<file path="src/rtl/usbirq_pkg.sv">
package usbirq_pkg;
   localparam int REG_W     = 16;
   localparam int EVT_N     = 7;
   localparam int EVT_LSB   = 8;
   localparam int CTR_BIT   = 15;
   localparam int DIR_BIT   = 4;
   localparam int ID_W      = 4;
   localparam int CTL_LOW_W = 5;
   localparam int MASK_W    = EVT_N + 1;
   localparam logic [REG_W-1:0] CTL_RST = 16'h0003;

   typedef enum logic {
      SEL_STATUS  = 1'b0,
      SEL_CONTROL = 1'b1
   } reg_sel_e;
endpackage

</file>
<file path="src/rtl/usbirq_evt_flags.sv">
module usbirq_evt_flags #(
   parameter int N = 7
) (
   input  logic         clk,
   input  logic         rst_n,
   input  logic [N-1:0] strobe,
   input  logic         clr_wr,
   input  logic [N-1:0] clr_data,
   output logic [N-1:0] flags
);
   for (genvar g = 0; g < N; g++) begin : g_flag
      always_ff @(posedge clk or negedge rst_n) begin
         if (!rst_n)
            flags[g] <= 1'b0;
         else if (strobe[g])
            flags[g] <= 1'b1;
         else if (clr_wr && !clr_data[g])
            flags[g] <= 1'b0;
      end

      assert_evt_set_R2: assert property (@(posedge clk) disable iff (!rst_n)
         strobe[g] |=> flags[g]);
      assert_evt_clear_R3: assert property (@(posedge clk) disable iff (!rst_n)
         (clr_wr && !clr_data[g] && !strobe[g]) |=> !flags[g]);
      assert_evt_keep_R3: assert property (@(posedge clk) disable iff (!rst_n)
         (clr_wr && clr_data[g] && flags[g]) |=> flags[g]);
      assert_evt_race_R4: assert property (@(posedge clk) disable iff (!rst_n)
         (clr_wr && !clr_data[g] && strobe[g]) |=> flags[g]);
   end
endmodule

</file>
<file path="src/rtl/usbirq_ep_prio.sv">
module usbirq_ep_prio #(
   parameter int NUM_EP = 8,
   parameter int ID_W   = 4
) (
   input  logic [NUM_EP-1:0] rx_pend,
   input  logic [NUM_EP-1:0] tx_pend,
   output logic              any,
   output logic [ID_W-1:0]   idx,
   output logic              dir
);
   logic [NUM_EP-1:0] pend;

   always_comb begin
      pend = rx_pend | tx_pend;
      any  = |pend;
      idx  = '0;
      dir  = 1'b0;
      for (int k = NUM_EP - 1; k >= 0; k--) begin
         if (pend[k]) begin
            idx = ID_W'(k);
            dir = rx_pend[k];
         end
      end
   end
endmodule

</file>
<file path="src/rtl/usbirq_ctl_reg.sv">
module usbirq_ctl_reg #(
   parameter int               REG_W   = 16,
   parameter int               MASK_W  = 8,
   parameter int               LOW_W   = 5,
   parameter logic [REG_W-1:0] RST_VAL = 16'h0003
) (
   input  logic              clk,
   input  logic              rst_n,
   input  logic              wr,
   input  logic [REG_W-1:0]  wdata,
   output logic [MASK_W-1:0] mask,
   output logic [LOW_W-1:0]  low
);
   localparam int MASK_LSB = REG_W - MASK_W;

   always_ff @(posedge clk or negedge rst_n) begin
      if (!rst_n) begin
         mask <= RST_VAL[REG_W-1:MASK_LSB];
         low  <= RST_VAL[LOW_W-1:0];
      end else if (wr) begin
         mask <= wdata[REG_W-1:MASK_LSB];
         low  <= wdata[LOW_W-1:0];
      end
   end

   assert_ctl_mask_R7: assert property (@(posedge clk) disable iff (!rst_n)
      wr |=> mask == $past(wdata[REG_W-1:MASK_LSB]));
   assert_ctl_low_R8: assert property (@(posedge clk) disable iff (!rst_n)
      wr |=> low == $past(wdata[LOW_W-1:0]));
   assert_ctl_hold_R7: assert property (@(posedge clk) disable iff (!rst_n)
      !wr |=> $stable(mask) && $stable(low));
endmodule

</file>
<file path="src/rtl/usbirq_unit.sv">
module usbirq_unit
   import usbirq_pkg::*;
#(
   parameter int NUM_EP = 8
) (
   input  logic              clk,
   input  logic              rst_n,
   input  logic [EVT_N-1:0]  evt_strobe,
   input  logic [NUM_EP-1:0] ep_rx_pend,
   input  logic [NUM_EP-1:0] ep_tx_pend,
   input  logic              reg_wr,
   input  logic              reg_addr,
   input  logic [REG_W-1:0]  reg_wdata,
   output logic [REG_W-1:0]  reg_rdata,
   output logic              irq,
   output logic              ctl_force_reset,
   output logic              ctl_power_down,
   output logic              ctl_low_power,
   output logic              ctl_force_susp,
   output logic              ctl_resume
);
   localparam int GAP_W = DIR_BIT - ID_W;
   localparam int MID_W = EVT_LSB - DIR_BIT - 1;

   if (NUM_EP < 1 || NUM_EP > (1 << ID_W)) begin : g_bad_ep
      $error("usbirq_unit: NUM_EP must lie in 1..16");
   end
   if (GAP_W != 0 || MID_W != 3) begin : g_bad_layout
      $error("usbirq_unit: status field layout mismatch");
   end

   reg_sel_e             sel;
   logic                 wr_stat, wr_ctl;
   logic [EVT_N-1:0]     flags;
   logic                 ctr_any, ep_dir;
   logic [ID_W-1:0]      ep_idx;
   logic [MASK_W-1:0]    mask;
   logic [CTL_LOW_W-1:0] low;
   logic [REG_W-1:0]     status_w, control_w;

   assign sel     = reg_sel_e'(reg_addr);
   assign wr_stat = reg_wr && (sel == SEL_STATUS);
   assign wr_ctl  = reg_wr && (sel == SEL_CONTROL);

   usbirq_evt_flags #(.N(EVT_N)) u_flags (
      .clk      (clk),
      .rst_n    (rst_n),
      .strobe   (evt_strobe),
      .clr_wr   (wr_stat),
      .clr_data (reg_wdata[EVT_LSB +: EVT_N]),
      .flags    (flags)
   );

   usbirq_ep_prio #(.NUM_EP(NUM_EP), .ID_W(ID_W)) u_prio (
      .rx_pend (ep_rx_pend),
      .tx_pend (ep_tx_pend),
      .any     (ctr_any),
      .idx     (ep_idx),
      .dir     (ep_dir)
   );

   usbirq_ctl_reg #(
      .REG_W   (REG_W),
      .MASK_W  (MASK_W),
      .LOW_W   (CTL_LOW_W),
      .RST_VAL (CTL_RST)
   ) u_ctl (
      .clk   (clk),
      .rst_n (rst_n),
      .wr    (wr_ctl),
      .wdata (reg_wdata),
      .mask  (mask),
      .low   (low)
   );

   assign status_w  = {ctr_any, flags, {MID_W{1'b0}}, ep_dir, ep_idx};
   assign control_w = {mask, {MID_W{1'b0}}, low};
   assign reg_rdata = (sel == SEL_CONTROL) ? control_w : status_w;
   assign irq       = |({ctr_any, flags} & mask);

   assign ctl_force_reset = low[0];
   assign ctl_power_down  = low[1];
   assign ctl_low_power   = low[2];
   assign ctl_force_susp  = low[3];
   assign ctl_resume      = low[4];

   assert_ctr_irq_R9: assert property (@(posedge clk) disable iff (!rst_n)
      (|(ep_rx_pend | ep_tx_pend) && mask[MASK_W-1]) |-> irq);
   assert_irq_src_R9: assert property (@(posedge clk) disable iff (!rst_n)
      irq |-> (|mask));
   assert_ep_pick_R6: assert property (@(posedge clk) disable iff (!rst_n)
      (|(ep_rx_pend | ep_tx_pend)) |->
         ((ep_rx_pend[ep_idx] | ep_tx_pend[ep_idx]) && ep_dir == ep_rx_pend[ep_idx]));
   assert_ep_none_R6: assert property (@(posedge clk) disable iff (!rst_n)
      !(|(ep_rx_pend | ep_tx_pend)) |-> (ep_idx == '0 && !ep_dir));
endmodule

</file>
<file path="config.mk">
export PLATFORM = sky130hd
export DESIGN_NAME = usbirq_unit
export DESIGN_NICKNAME = d
export VERILOG_FILES = /design/src/rtl/usbirq_pkg.sv /design/src/rtl/usbirq_evt_flags.sv /design/src/rtl/usbirq_ep_prio.sv /design/src/rtl/usbirq_ctl_reg.sv /design/src/rtl/usbirq_unit.sv
export SDC_FILE = /design/constraint.sdc
export NUM_CORES = 1
export LEC_CHECK = 0
export ABC_AREA = 1
export BUFFER_PORTS_ARGS = -buffer_cell sky130_fd_sc_hd__buf_2
export CAP_MARGIN = 25
export CORE_ASPECT_RATIO = 0.9
export CORE_MARGIN = 2
export CORE_UTILIZATION = 35
export DETAILED_ROUTE_END_ITERATION = 7
export GPL_TIMING_DRIVEN = 0
export PLACE_DENSITY = 0.65
export SLEW_MARGIN = 5
export SYNTH_ARGS = -nofsm -noshare
export SYNTH_HDL_FRONTEND = slang
export SYNTH_SLANG_ARGS = --single-unit
</file>
<file path="constraint.sdc">
create_clock -name clk -period 1.9 [get_ports clk]
set_clock_uncertainty 0.05 [all_clocks]
set_input_delay 0.095 -clock clk [delete_from_list [all_inputs] [get_ports clk]]
set_output_delay 0.095 -clock clk [all_outputs]
set_load 0.05 [all_outputs]
</file>
# Word level (Yosys, flattened, before mapping)
# Index checks and enable logic that the tools add are counted.
# W data, S select, Z words.
word_totals:
  reg_bits: 20
  in_bits: 43
  out_inout_bits: 22
classes:
  n_mux: 31
  bitwise_logic: 3
  reduce_logical: 25
ops:
  columns: ["operator", "n"]
  rows:
  - ["$mux W3", 8]
  - ["$mux W1", 22]
  - ["$mux W16", 1]
  - ["$reduce_or A8 Y1", 2]
  - ["$reduce_bool A2 Y1", 7]
  - ["$logic_and A1 B1 Y1", 9]
  - ["$and A8 B8 Y8", 1]
  - ["$or A8 B8 Y8", 1]
  - ["$logic_not A1 Y1", 7]
  - ["$not A1 Y1", 1]

# Depth between registers and ports, before layout
depth:
  depth_word: 10
  mapped_depth: 15
  ltp_nobuf: 15

# Modules after synthesis
# From an unflattened synthesis, not the netlist that was laid out.
hier_totals:
  cells_unflattened: 211
  area_unflattened_um2: 1391.3
modules_own_cells:
  columns: ["module", "instances", "cells_per_inst", "area_each_um2", "seq_area_each_um2"]
  rows:
  - ["usbirq_ctl_reg", 1, 55, 496.7, 327.8]
  - ["usbirq_unit", 1, 65, 321.6, 0.0]
  - ["usbirq_evt_flags", 1, 42, 306.5, 175.2]
  - ["usbirq_ep_prio", 1, 49, 266.5, 0.0]

# Worst setup path before layout
# Ideal clock, no wire load.
synth_timing:
  path_type: "reg-to-output"
  startpoint: "register u_flags.flags[2]"
  endpoint: "output port reg_rdata[10]"
  t_arrival_ps: 1454
  path_slack_ps: 301
  path_stages_with_launch: 3
  n_path_buf: 0
  cell_sequence: "dfrtp_1 > inv_1 > o21ai_0"
synth_between:
  elab_chain_len: 1
synth_lines:
  columns: ["item", "line_no", "source"]
  rows:
  - ["from (decl)", "usbirq_evt_flags.sv:9", "output logic [N-1:0] flags"]
  - ["from (signal, indexed assignment)", "usbirq_evt_flags.sv:14", "flags[g] <= 1'b0;"]
  - ["from (signal, indexed assignment)", "usbirq_evt_flags.sv:16", "flags[g] <= 1'b1;"]
  - ["from (signal, indexed assignment)", "usbirq_evt_flags.sv:18", "flags[g] <= 1'b0;"]
  - ["$mux W16", "usbirq_unit.sv:78", "assign reg_rdata = (sel == SEL_CONTROL) ? control_w : status_w;"]
  - ["to (decl)", "usbirq_unit.sv:14", "output logic [REG_W-1:0] reg_rdata,"]
# Every way passes these cells.

# Final worst setup path
layout_timing:
  startpoint: "register u_ctl.mask[6]"
  endpoint: "output port irq"
layout_between:
  elab_chain_len: 2
layout_lines:
  columns: ["item", "line_no", "source"]
  rows:
  - ["from (decl)", "usbirq_ctl_reg.sv:11", "output logic [MASK_W-1:0] mask,"]
  - ["from (signal assigned)", "usbirq_ctl_reg.sv:18", "mask <= RST_VAL[REG_W-1:MASK_LSB];"]
  - ["from (signal assigned)", "usbirq_ctl_reg.sv:21", "mask <= wdata[REG_W-1:MASK_LSB];"]
  - ["$and A8 B8 Y8", "usbirq_unit.sv:79", "assign irq = |({ctr_any, flags} & mask);"]
  - ["$reduce_or A8 Y1", "usbirq_unit.sv:79", null]
  - ["to (decl)", "usbirq_unit.sv:15", "output logic irq,"]
# Every way passes these cells.

==> results.md <==
* Outcome: finished clean
* Tcrit/Tclk final at 0.8358
* Drc violations at 0
* Most frequent cell after synthesis: nand2_1
* Crit path DAT at 1.44 ns
* Setup slack at placement at 0.3829 ns
* Peak VDD IR at 0.0005758 V
* Post-CTS setup buffers at 0
* Final Util at 0.5303
* Post-DR wirelength/cell at 10.55 um
* Most frequent cells after synthesis: 38 x nand2_1, 19 x inv_1, 18 x dfrtp_1
* Area of the multi-input gates at 571.8 um2
* Clock buffer depth at 2
* PD cells at 760.5 mW/mm2
* Reg clk slew, reported paths at 0.07 ns
* Async SR Flop Fraction at 1.000
* Netlist cell types at 25
* FF+latch area at 503.0 um2
* Die height at 59.05 um
* Hpwl dp at 2.132 mm
* Core area at 0.003138 mm2
* Layout cell share with drive strength beyond 1 at 0.3935
* DR iter-0 viols at 35
* DP Cell Count at 246
* Reg2Reg Depth at 1
* Setup CP Type: reg2out
* Total Power at 1.266 mW
* First-pass GRT wire length at 4.595 mm
* Largest area contributor in the netlist: dfrtp_1
* Die X at 65.17 um
* Synth-to-Final Area Change at 41.19%
* Required @ worst endpoint at 1.75 ns
* Top cells by area, synth: dfrtp_1 38%, nand2_1 12%, mux2_2 11%
* Synth Flop Type: dfrtp_1
* Initial antenna violation count at 0
* #FFs+latches synth at 20
* Setup-failing EPs final at 0
* Seq/Total Area, Yosys at 0.4268
* Largest net degree at the start of global routing at 21
* Final WL at 2.723 mm
* TritonCTS buffer count at 3
* Post-Syn Area at 0.001179 mm2
* GRT Overall Usage at 0.1558
* Final worst slack at 0.3119 ns
* Insertion delay to the later sink of the worst-skew pair at 0.25 ns
* GPL Wtd Cong at 0.8499
* Non-filler instance count after layout at 258
* Reg2Reg Capture Point: u_ctl.mask[2]$_DFFE_PN0P_
* EDFF count, synth at 0
* HP Class: in2reg
* Overflow after GRT at 0
* Filler cells at 327
* Post-synth top area share at 0.3822
* Initial core utilization at 0.3756
* Max FO, Critical Path at 3
* P_leak at 0.9295 nW
* Cells after Synth at 144
* R2r setup slk at 1.05 ns
* I/O pin count at 65
* Slew Viols, Final at 0
* Drt pass-1 iters at 4
* Syn Area/Cell at 8.185 um2
* HP Start: reg_wdata[3]
* Yosys Warn Count at 0
* Min cycle time layout at 1.588 ns
* Startpoint types: register
* Fmax at 629.7 MHz
* CTS Sinks at 20
* Worst hold endpoint: u_ctl.low[3]$_DFFE_PN0P_
* Die ar. at 0.003848 mm2
* DRT antenna net count at 0
* Reg-to-reg critical path startpoint: u_ctl.mask[2]$_DFFE_PN0P_
* H-Tree Level Count at 1
* Number of global-route vias before repair at 1,073
* N_diodes at 0
* Hold Path Depth at 2
* Max-cap violations at 0
* Fin nets at 260
* Endpoints failing hold at 0
* Via/cell ratio at 4.372
* Clock root cell: clkbuf_8
* Crit. End Element: primary output
* I/O Buffers at 58
* Setup TNS at 0 ns
* CTS tree: built
* DR vias at 1,128
* # rows at 19
* RSZ-0062 raised after global routing: false
==> kinds of logic after synthesis <==
family                 synth area share
AND/OR/NAND/NOR                  0.2346
buffers and inverters           0.09447
AO/OA/AOI/OAI                    0.1168
flip-flops                       0.4267
multiplexers                     0.1242
other                          0.003182
==> placed cells by master (no fill, tap or decap), types with 2 or more instances in the layout <==
cell / count
mux2_2: 11
a31oi_1: 2
buf_4: 3
buf_2: 60
dfrtp_1: 18
conb_1: 3
o21bai_1: 7
nand2_1: 38
dfstp_2: 2
nand3_1: 3
mux2_1: 2
o21ai_0: 9
inv_1: 19
dlygate4sd3_1: 8
clkbuf_8: 4
nor2_1: 16
==> worst max-delay path, stage by stage (launching register included) <==
cell and delay, ns:
dfrtp_1 0.39, nand2_1 0.07, nand3_1 0.07, a221oi_1 0.29, nand4_1 0.14, buf_2 0.23
==> registers in the layout, indices dropped and copies added, names as in the netlist <==
signal and flops:
u_flags.flags 7, u_ctl.mask 8, u_ctl.low 5
==> area by class of cell <==
type / count / area share
plain buffers: 6 / 0.02180
clock buffers: 4 / 0.03308
inverters: 20 / 0.04511
multi-input cells: 100 / 0.3436
flip-flops and latches: 20 / 0.3023
well taps: 42 / 0.03158
repair buffers: 66 / 0.2226
==> stage by stage <==
stage                     cell area, um2  hold WS, ns
final                               1664      0.01902
after global routing                1664     0.006688
after floorplan                     1186      -0.2506
after CTS                           1654   0.00004374
after detailed placement            1529      0.01530
after global placement              1529      0.01928
==> layer usage <==
metal  wire (um)  global-route usage  vias up
li1            -                   -      593
met1        1241              0.1954      501
met2        1286              0.2697       32
met3         180             0.04373        2
met4          16             0.03571        0
met5           0                   0        -
==> power by group <==
| group | internal [mW] | switching, mW | total, mW |
|---|---|---|---|
| Sequential | 0.479 | 0.0334 | 0.513 |
| Combinational | 0.146 | 0.293 | 0.439 |
| Clock | 0.184 | 0.130 | 0.314 |
| Total | 0.809 | 0.457 | 1.27 |
==> worst max path at each step <==
stage	end	start
2_1_floorplan	reg_rdata[10]	u_flags.flags[2]$_DFFE_PN0P_
6_report	irq	u_ctl.mask[6]$_DFFE_PN0P_
3_3_place_gp	reg_rdata[8]	reg_addr
5_1_grt	irq	u_ctl.mask[5]$_DFFE_PN0P_
3_5_place_dp	reg_rdata[8]	reg_addr
4_1_cts	irq	u_ctl.mask[6]$_DFFE_PN0P_
==> what timing repair did <==
action	4_1_cts	5_1_grt
resized for setup	0	0
hold endpoints to repair	24	1
hold buffers	7	1
No activity file was read; power rests on OpenSTA's default activity.
